[src/rtl/uirq_pkg.sv]
package uirq_pkg;
  localparam int STAT_W = 11;
  localparam int NLINES = 6;
  localparam int AW     = 3;

  localparam int B_RX = 4;
  localparam int B_TX = 5;
  localparam int B_RT = 6;

  localparam logic [STAT_W-1:0] M_MODEM = 11'h00F;
  localparam logic [STAT_W-1:0] M_RX    = 11'h010;
  localparam logic [STAT_W-1:0] M_TX    = 11'h020;
  localparam logic [STAT_W-1:0] M_RT    = 11'h040;
  localparam logic [STAT_W-1:0] M_ERR   = 11'h780;
  localparam logic [STAT_W-1:0] M_ALL   = M_MODEM | M_RX | M_TX | M_RT | M_ERR;

  // line index: 0 combined, 1 rx, 2 tx, 3 timeout, 4 modem, 5 error
  localparam logic [NLINES-1:0][STAT_W-1:0] LINE_MASK =
    {M_ERR, M_MODEM, M_RT, M_TX, M_RX, M_ALL};

  typedef enum logic [AW-1:0] {
    A_TXDATA = 3'd0,
    A_MASK   = 3'd1,
    A_RAW    = 3'd2,
    A_MASKED = 3'd3,
    A_CLEAR  = 3'd4
  } addr_e;
endpackage

[src/rtl/uirq_regfile.sv]
module uirq_regfile
  import uirq_pkg::*;
(
  input  logic              clk,
  input  logic              rst_n,
  input  logic [AW-1:0]     addr,
  input  logic              we,
  input  logic [STAT_W-1:0] wdata,
  input  logic [STAT_W-1:0] raw,
  output logic [STAT_W-1:0] mask,
  output logic [STAT_W-1:0] clr_vec,
  output logic              tx_set,
  output logic [STAT_W-1:0] rdata
);
  logic [STAT_W-1:0] mask_q;
  logic              hit_mask, hit_clr, hit_tx;

  always_comb begin
    hit_mask = we && (addr == A_MASK);
    hit_clr  = we && (addr == A_CLEAR);
    hit_tx   = we && (addr == A_TXDATA);
  end

  always_ff @(posedge clk) begin
    if (!rst_n)        mask_q <= '0;
    else if (hit_mask) mask_q <= wdata;
  end

  assign mask    = mask_q;
  assign clr_vec = hit_clr ? wdata : '0;
  assign tx_set  = hit_tx;

  always_comb begin
    unique case (addr)
      A_MASK:   rdata = mask_q;
      A_RAW:    rdata = raw;
      A_MASKED: rdata = raw & mask_q;
      default:  rdata = '0;
    endcase
  end
endmodule

[src/rtl/uirq_status.sv]
module uirq_status
  import uirq_pkg::*;
(
  input  logic              clk,
  input  logic              rst_n,
  input  logic [STAT_W-1:0] set_vec,
  input  logic [STAT_W-1:0] clr_vec,
  output logic [STAT_W-1:0] raw
);
  logic [STAT_W-1:0] raw_q;

  // set is applied after clear so it has priority on a shared bit
  always_ff @(posedge clk) begin
    if (!rst_n) raw_q <= '0;
    else        raw_q <= (raw_q & ~clr_vec) | set_vec;
  end

  assign raw = raw_q;
endmodule

[src/rtl/uirq_route.sv]
module uirq_route
  import uirq_pkg::*;
(
  input  logic              clk,
  input  logic              rst_n,
  input  logic [STAT_W-1:0] raw,
  input  logic [STAT_W-1:0] mask,
  output logic [NLINES-1:0] lines
);
  logic [STAT_W-1:0] masked;
  assign masked = raw & mask;

  for (genvar g = 0; g < NLINES; g++) begin : g_line
    logic line_q;
    always_ff @(posedge clk) begin
      if (!rst_n) line_q <= 1'b0;
      else        line_q <= |(masked & LINE_MASK[g]);
    end
    assign lines[g] = line_q;
  end
endmodule

[src/rtl/uirq_top.sv]
module uirq_top
  import uirq_pkg::*;
(
  input  logic              clk,
  input  logic              rst_n,
  input  logic [AW-1:0]     reg_addr,
  input  logic              reg_we,
  input  logic [STAT_W-1:0] reg_wdata,
  output logic [STAT_W-1:0] reg_rdata,
  input  logic [STAT_W-1:0] evt_set,
  output logic              irq_all,
  output logic              irq_rx,
  output logic              irq_tx,
  output logic              irq_rtim,
  output logic              irq_modem,
  output logic              irq_err
);
  logic [STAT_W-1:0] raw_q, mask_q, clr_vec, set_vec;
  logic              tx_set;
  logic [NLINES-1:0] lines;

  uirq_regfile u_regs (
    .clk(clk), .rst_n(rst_n), .addr(reg_addr), .we(reg_we), .wdata(reg_wdata),
    .raw(raw_q), .mask(mask_q), .clr_vec(clr_vec), .tx_set(tx_set), .rdata(reg_rdata)
  );

  always_comb begin
    set_vec = evt_set;
    set_vec[B_TX] = evt_set[B_TX] | tx_set;
  end

  uirq_status u_stat (
    .clk(clk), .rst_n(rst_n), .set_vec(set_vec), .clr_vec(clr_vec), .raw(raw_q)
  );

  uirq_route u_route (
    .clk(clk), .rst_n(rst_n), .raw(raw_q), .mask(mask_q), .lines(lines)
  );

  assign irq_all   = lines[0];
  assign irq_rx    = lines[1];
  assign irq_tx    = lines[2];
  assign irq_rtim  = lines[3];
  assign irq_modem = lines[4];
  assign irq_err   = lines[5];
endmodule

[config.mk]
export PLATFORM = sky130hd
export DESIGN_NAME = uirq_top
export DESIGN_NICKNAME = d
export VERILOG_FILES = /design/src/rtl/uirq_pkg.sv /design/src/rtl/uirq_regfile.sv /design/src/rtl/uirq_status.sv /design/src/rtl/uirq_route.sv /design/src/rtl/uirq_top.sv
export SDC_FILE = /design/constraint.sdc
export NUM_CORES = 1
export LEC_CHECK = 0
export BUFFER_PORTS_ARGS = -buffer_cell sky130_fd_sc_hd__buf_4
export CAP_MARGIN = 20
export CORE_ASPECT_RATIO = 0.8
export CORE_UTILIZATION = 35
export CTS_CLUSTER_SIZE = 28
export DETAILED_ROUTE_END_ITERATION = 10
export GPL_TIMING_DRIVEN = 1
export PLACE_DENSITY = 0.57
export SYNTH_ARGS = -nofsm -noshare
export SYNTH_HDL_FRONTEND = slang
export SYNTH_SLANG_ARGS = --single-unit
[constraint.sdc]
create_clock -name clk -period 1.65 [get_ports clk]
set_input_delay 0.0825 -clock clk [delete_from_list [all_inputs] [get_ports clk]]
set_output_delay 0.0825 -clock clk [all_outputs]
set_load 0.02 [all_outputs]
**Yosys cells after proc, flatten, opt, wreduce, memory -nomap -nowiden**

Index checks and enable logic that the tools add are counted.

- Input port bits: 28
- Register bits: 28
- Logic and storage cells: 26
- Output and inout bits: 17

- Mux-type cells: 2
- Equal/unequal tests: 4
- Reductions and logical operators: 7
- Bitwise gates (word level): 5

Operator list:

| cell | count |
|---|---|
| $pmux W11 S3 | 1 |
| $and A11 B11 Y11 | 2 |
| $mux W11 | 1 |
| $not A11 Y11 | 1 |
| $or A11 B11 Y11 | 1 |
| $reduce_or A11 Y1 | 1 |
| $reduce_or A4 Y1 | 2 |
| $eq A3 B2 Y1 const B | 2 |
| $eq A3 B1 Y1 const B | 1 |
| $eq A3 B3 Y1 const B | 1 |
| $logic_and A1 B1 Y1 | 3 |
| $logic_not A3 Y1 | 1 |
| $or A1 B1 Y1 | 1 |

**Depth between registers and ports, before layout**

Gate-level depths: netlist of run 1.

- Word-level depth: 6
- Mapped depth: 4
- Mapped depth without buffers: 3

**Modules after synthesis**

A second synthesis of run 1 with hierarchy kept.

- Cell total of the unflattened synthesis: 159
- Area total of the unflattened synthesis: 1380.1 um2

By module, submodules not included:

| module | instances | seq. area each (um2) | area an instance (um2) | cells an instance |
|---|---|---|---|---|
| uirq_regfile | 1 | 220.2 | 735.7 | 99 |
| uirq_status | 1 | 220.2 | 382.9 | 34 |
| uirq_route | 1 | 120.1 | 255.2 | 25 |
| uirq_top | 1 | 0.0 | 6.3 | 1 |

**Least setup slack after synthesis of run 1**

No wires, ideal clock.

- Path type: flip-flop to output port
- From: register u_regs.mask_q[5], in the netlist u_regs.mask[5]
- To: output reg_rdata[5]
- Path slack: 0.579 ns
- Path buffers: 0
- Data required time: 1.567 ns
- Data arrival time: 0.989 ns
- Stages on the path, launching flop included: 3
- Cell sequence: dfxtp_1 -> inv_1 -> a221oi_1

- Cells in the longest elaborated chain, start to end: 2

RTL lines:

| element | RTL line | text |
|---|---|---|
| start: declaration | uirq_regfile.sv:15 | `logic [STAT_W-1:0] mask_q;` |
| start signal: assignment | uirq_regfile.sv:26 | `else if (hit_mask) mask_q <= wdata;` |
| $and A11 B11 Y11 | uirq_regfile.sv:37 | `A_MASKED: rdata = raw & mask_q;` |
| $pmux W11 S3 * | uirq_regfile.sv:34 | `unique case (addr)` |
| end: declaration | uirq_top.sv:9 | `output logic [STAT_W-1:0] reg_rdata,` |

Mark *: on every way between the ends. The rest lies on a longest branch, timed or not.

**Worst setup path after layout of run 1**

- From: input reg_addr[1]
- To: output reg_rdata[8]

- Cells in the longest elaborated chain, start to end: 2
- Elaborated cells between the ends (all ways): 4
- Those cells by class: eq/ne: 3; mux: 1

RTL lines:

| element | RTL line | text |
|---|---|---|
| start: declaration | uirq_top.sv:6 | `input logic [AW-1:0] reg_addr,` |
| $eq A3 B2 Y1 or $eq A3 B1 Y1 (tied branches) | uirq_regfile.sv:34 |  |
| $pmux W11 S3 * | uirq_regfile.sv:34 |  |

Marks and branches as above.

==> results of run 1 <==
## metal layers
| layer | GRT usage | share of wire | routed length, µm |
|---|---|---|---|
| met5 | 0 | 0 | 0 |
| met4 | 0.0313 | 0.0044 | 14 |
| met3 | 0.0521 | 0.050 | 160 |
| met2 | 0.324 | 0.48 | 1530 |
| met1 | 0.231 | 0.47 | 1510 |
## cell type report
type | count | share of cell area
Clock buffer | 3 | 0.0243
Clock inverter | 1 | 0.0177
Inverter | 22 | 0.0487
Multi-Input combinational cell | 83 | 0.318
Sequential cell | 28 | 0.330
Tap cell | 40 | 0.0295
Timing Repair Buffer | 51 | 0.232
## cell usage after synthesis, drive strengths merged
master,n
clkbuf,6
and3,3
and2,1
buf,3
a221oi,11
nor4b,1
o31a,1
a222oi,1
a21boi,12
o21a,11
a22oi,3
o221ai,1
nand2,22
nand3,1
o21bai,1
dfxtp,28
nand4bb,1
a21oi,11
and4bb,2
inv,22
## repair_timing
action	4_1_cts	5_1_grt
hold buffers	4	0
buffers inserted	0	0
endpoints found under the hold margin	4	0
## kinds of logic (layout without fill, tap and decap cells)
logic type / Yosys count / in the layout / synth area share
buf+inv: 31 / 77 / 0.0985
compound gates: 52 / 52 / 0.313
simple gates: 31 / 31 / 0.129
flops: 28 / 28 / 0.459
## critical path, delay by kind of cell
kind	cells	cell delay [ps]
AOI/OAI and AO/OA	2	840
buffers and inverters	2	390
## registers in the layout (all words and copies together) (netlist names)
| register | flops |
|---|---|
| u_route.g_line.line_q | 6 |
| u_stat.raw | 11 |
| u_regs.mask | 11 |
## where the power goes
part	internal, mW	switching (mW)	leakage (nW)
Sequential	0.703	0.0150	0.230
Combinational	0.110	0.107	0.458
Clock	0.325	0.225	0.0357
Total	1.14	0.347	0.724
## final timing paths
check / from / end / slack (ps) / cells past startpoint
worst max-delay path: reg_addr[1] / reg_rdata[8] / 250 / 4
worst min-delay path: evt_set[10] / u_stat.raw[10] / 10 / 2
worst max register to register: u_regs.mask[6] / u_route.g_line[0].line_q / 490 / 3
worst min register to register: u_regs.mask[8] / u_regs.mask[8] / 470 / 2
==> qor.yml, run 1 <==
outcome:
  status: "complete, no violations"
sta:
  fin_crit_sh: 0.847
  worstMarginPinSlew_ps: 852
  skew_ps: 16.3
  hold_ws_ps: 11.9
  rsz0062_at_grt: "false"
  tns_ps: 0
  period_minus_slack_ps: 1400
  relSlewSlack: 0.431
  setup-violations-final: 0
  worst_slack_ps: 253
  maxSlewViolCount: 0
  hold_violations: 0
  fmax_mhz: 716
power:
  p_leak_nw: 0.724
  p_per_area_mw_per_mm2: 876
  power.total_mw: 1.49
  peakVddDrop_mv: 0.400
cells_and_area:
  layout.nets: 217
  fillers: 321
  final_common_cell: "buf_4"
  multi_input_area_um2: 539
  mostFrequentLayoutCells: "47 x buf_4, 28 x dfxtp_1, 22 x inv_1, 22 x nand2_1, 12 x a21boi_1"
  n_antenna_cell: 0
  area_growth_syn_to_layout_pct: 39.1
  final_cells: 228
  final_core_util: 0.531
  final_cell_area_mm2: 0.00170
  post_route_cells_drive_above_1_share: 0.271
  regArea_um2: 561
global_route:
  antenna_found_initial: 0
  grt_max_degree: 29
  grt_first_pass_wirelength_mm: 4.98
  first_global_vias: 1082
  gr-total-overflow: 0
  grt_usage: 0.186
clock_tree:
  cts_tree: "yes"
  cts-root-buf: "clkbuf_8"
  cts_resized: 0
  cts_sinks: 28
  htree_levels: 1
  cts_buffer_depth: 2
  worstSkewPairLatency_ps: 290
  numCtsBuffers: 3
  path_clk_slew_ps: 90
drt:
  drt-total-wl_mm: 3.21
  drc: 0
  antenna_left: 0
  num_vias: 1165
  drt_first_pass_iters: 4
  drtIter0Drc: 39
  wl_per_cell_um: 14.1
  viasPerCell: 5.11
setup_path:
  path_max_fanout: 16
  worst_setup_path_start_kind: "input pin"
  crit_top_cell: "buf_4"
  cp.required_ps: 1570
  arrival_ps: 1310
  cp-end-kind: "primary output"
  crit_chain: "buf_4, o21bai_1, a221oi_1, buf_4"
  max_stage_delay_ps: 700
  critPathKind: "in2out"
  slowest_stage: "o21bai_1"
yosys:
  syn_area_mm2: 0.00122
  syn_avg_cell_area_um2: 8.59
  synth_cell_types: 20
  ys_seq_elements: 28
  yosysTopAreaCell: "dfxtp_1"
  yosys.area.top_type_share: 0.459
  yosys-top-cells-area: "dfxtp_1 46%, a221oi_1 7.9%, a21boi_1 7.4%"
  synthCells: 142
  synth.net_count: 170
  yosysWarnings: 0
  synth-seq-area-share: 0.459
place:
  dp_hpwl_mm: 2.26
  place_inst: 220
  gp_congestion: 0.717
  pre_cts_slack_ps: 254
  io_buffers: 44
  placed_area_mm2: 0.00159
die:
  start_util: 0.381
  rows: 18
  coreArea_mm2: 0.00320
  die_w_um: 68.0
  io_pins: 45
  die_area_mm2: 0.00373
  die_y_um: 54.8
flow_run:
  maxCapViolCount: 0
hold_path:
  hp-class: "in2reg"
(Power assumes the default switching activity.)
==> inputs of run 2 (changes only) <==
--- a/config.mk
+++ b/config.mk
@@ -5,6 +5,7 @@
 export SDC_FILE = /design/constraint.sdc
 export NUM_CORES = 1
 export LEC_CHECK = 0
+export ABC_AREA = 1
 export BUFFER_PORTS_ARGS = -buffer_cell sky130_fd_sc_hd__buf_4
 export CAP_MARGIN = 20
 export CORE_ASPECT_RATIO = 0.8
@@ -12,7 +13,7 @@
 export CTS_CLUSTER_SIZE = 28
 export DETAILED_ROUTE_END_ITERATION = 10
 export GPL_TIMING_DRIVEN = 1
-export PLACE_DENSITY = 0.57
+export PLACE_DENSITY = 0.59
 export SYNTH_ARGS = -nofsm -noshare
 export SYNTH_HDL_FRONTEND = slang
 export SYNTH_SLANG_ARGS = --single-unit
==> constraint.sdc (replaced) <==
create_clock -name clk -period 1.2 [get_ports clk]
set_input_delay 0.06 -clock clk [delete_from_list [all_inputs] [get_ports clk]]
set_output_delay 0.06 -clock clk [all_outputs]
set_load 0.02 [all_outputs]
==> run 2 against run 1 <==
Area after synthesis rose by 6.9%. Non-clock buffer count rose by 8. Sequential power rose by 41%. Clock skew fell by 16 ps. Via count rose by 13%. Combinational power rose by 50%. Count of clock-buffer cells in the layout rose by 1. Highest routed layer unchanged.
==> qor.yml, run 2 <==
outcome:
  status: "complete, no violations"
sta:
  worstMarginPinSlew_ps: 447
  fmax_mhz: 912
  skew_ps: 0.705
  rsz0062_at_grt: "false"
  period_minus_slack_ps: 1100
  relSlewSlack: 0.702
  fin_crit_sh: 0.914
  maxSlewViolCount: 0
  hold_violations: 0
  tns_ps: 0
  setup-violations-final: 0
power:
  power.total_mw: 1.92
  p_leak_nw: 0.892
  peakVddDrop_mv: 0.608
  p_per_area_mw_per_mm2: 1050
drt:
  wl_per_cell_um: 12.4
  antenna_left: 0
  num_vias: 1315
  drc: 0
  drt-total-wl_mm: 3.53
  drt_first_pass_iters: 5
  drtIter0Drc: 77
  viasPerCell: 4.63
clock_tree:
  worstSkewPairLatency_ps: 270
  cts_resized: 0
  cts-root-buf: "clkbuf_8"
  cts_tree: "yes"
  path_clk_slew_ps: 90
  htree_levels: 1
  cts_sinks: 28
  cts_buffer_depth: 2
  numCtsBuffers: 3
place:
  io_buffers: 44
  dp_hpwl_mm: 2.48
  gp_congestion: 0.785
  place_inst: 274
  placed_area_mm2: 0.00171
setup_path:
  path_max_fanout: 4
  critPathKind: "reg2out"
  cp-end-kind: "primary output"
  r2r_start: "u_regs.mask[8]"
  reg2reg_setup_slack_ps: 290
  cp.required_ps: 1140
  arrival_ps: 1040
  worstReg2RegEnd: "u_route.g_line[0].line_q"
  r2r_cells: 6
  worst_setup_path_start_kind: "register"
hold_path:
  whs_path_depth: 3
  hp-class: "in2reg"
  min_from: "evt_set[1]"
  hold_end: "u_stat.raw[1]"
cells_and_area:
  post_route_cells_drive_above_1_share: 0.248
  final_cell_area_mm2: 0.00183
  area_growth_syn_to_layout_pct: 40.2
  final_cells: 284
  mostFrequentLayoutCells: "53 x nand2_1, 52 x buf_4, 42 x nor2_1"
  layout.nets: 271
  n_antenna_cell: 0
  final_common_cell: "nand2_1"
yosys:
  yosysWarnings: 0
  synth.most_common_cell: "nand2_1"
  ys_seq_elements: 28
  synth_top_flop_cell: "dfxtp_1"
  syn_avg_cell_area_um2: 6.90
  synth.net_count: 217
  synth-seq-area-share: 0.430
  syn_area_mm2: 0.00130
  yosys-top-cells-area: "dfxtp_1 43%, nand2_1 15%, nor2_1 12%"
  synthCells: 189
  synth-edff-count: 0
  synth_cell_types: 15
  yosys.area.top_type_share: 0.430
  synth.top_cells.by_count: "53 x nand2_1, 42 x nor2_1, 28 x dfxtp_1, 13 x a21oi_1, 12 x nand3_1"
  ys_async_sr_fraction: 0
  yosysTopAreaCell: "dfxtp_1"
flow_run:
  maxCapViolCount: 0
global_route:
  antenna_found_initial: 0
  gr-total-overflow: 0
  grt_max_degree: 16
  grt_usage: 0.185
  first_global_vias: 1160
  grt_first_pass_wirelength_mm: 5.75
die:
  die_area_mm2: 0.00397
  die_y_um: 56.6
  io_pins: 45
  die_w_um: 70.2
  rows: 19
  start_util: 0.373
  coreArea_mm2: 0.00349
-- run 2: changes by cell type after synthesis, sizes merged, moves of 3 or more --
cell | before | now
nand2 | 22 | 53
o211ai | 0 | 11
and3 | 3 | 0
a22oi | 3 | 0
inv | 22 | 7
a21boi | 12 | 0
nor2 | 0 | 43
nand3b | 0 | 11
o21a | 11 | 0
nand3 | 1 | 12
a221oi | 11 | 0
buf | 3 | 8
clkbuf | 6 | 2
-- run 2: per-stage QoR --
step | utilization | hold WS (ps) | worst slack, ps
final | 0.523 | 2.03 | 104
after detailed placement | 0.490 | 273 | 192
after CTS | 0.523 | 2.53 | 96.9
after global placement | 0.490 | 269 | 198
after global routing | 0.523 | 7.57 | 7.37
after floorplan | - | 177 | 413
-- run 2: layout make-up --
class | count | area [µm²]
Sequential cell | 28 | 561
Multi-Input combinational cell | 144 | 663
Fill cell | 374 | 1670
Clock buffer | 4 | 55.1
Tap cell | 42 | 52.6
Inverter | 7 | 26.3
Timing Repair Buffer | 59 | 470
-- run 2: layer usage --
layer	share of wire	global-route usage	vias to the layer above
li1	-	-	717
met1	0.52	0.258	549
met2	0.41	0.283	42
met3	0.061	0.0539	7
met4	0.010	0.0371	0
met5	0	0	-
-- run 2: logic make-up after synthesis --
kind of cell,share of synthesized area
AO/OA/AOI/OAI,0.113
AND/OR/NAND/NOR,0.395
flip-flops,0.430
buffers and inverters,0.0614
-- run 2: what timing repair did --
| action | in CTS | in global routing |
|---|---|---|
| hold buffers | 6 | 0 |
| endpoints found under the hold margin | 6 | 0 |
| buffers inserted | 0 | 0 |
-- run 2: how the worst max path moves through the flow --
stage / startpoint / to
6_report: u_regs.mask[5] / reg_rdata[5]
5_1_grt: u_regs.mask[6] / reg_rdata[6]
4_1_cts: u_regs.mask[4] / reg_rdata[4]
3_5_place_dp: reg_addr[2] / u_stat.raw[2]
3_3_place_gp: reg_addr[2] / u_stat.raw[2]
2_1_floorplan: u_regs.mask[1] / u_route.g_line[0].line_q
-- run 2: worst max-delay path, cell delays in order, from the launching register on --
cell	delay, ps
dfxtp_1	340
o211ai_1	190
nand2_1	70
buf_4	160
-- run 2: where the power goes --
| group | switching (mW) | internal (mW) |
|---|---|---|
| Combinational | 0.165 | 0.160 |
| Clock | 0.291 | 0.294 |
| Sequential | 0.0349 | 0.974 |
| Total | 0.491 | 1.43 |
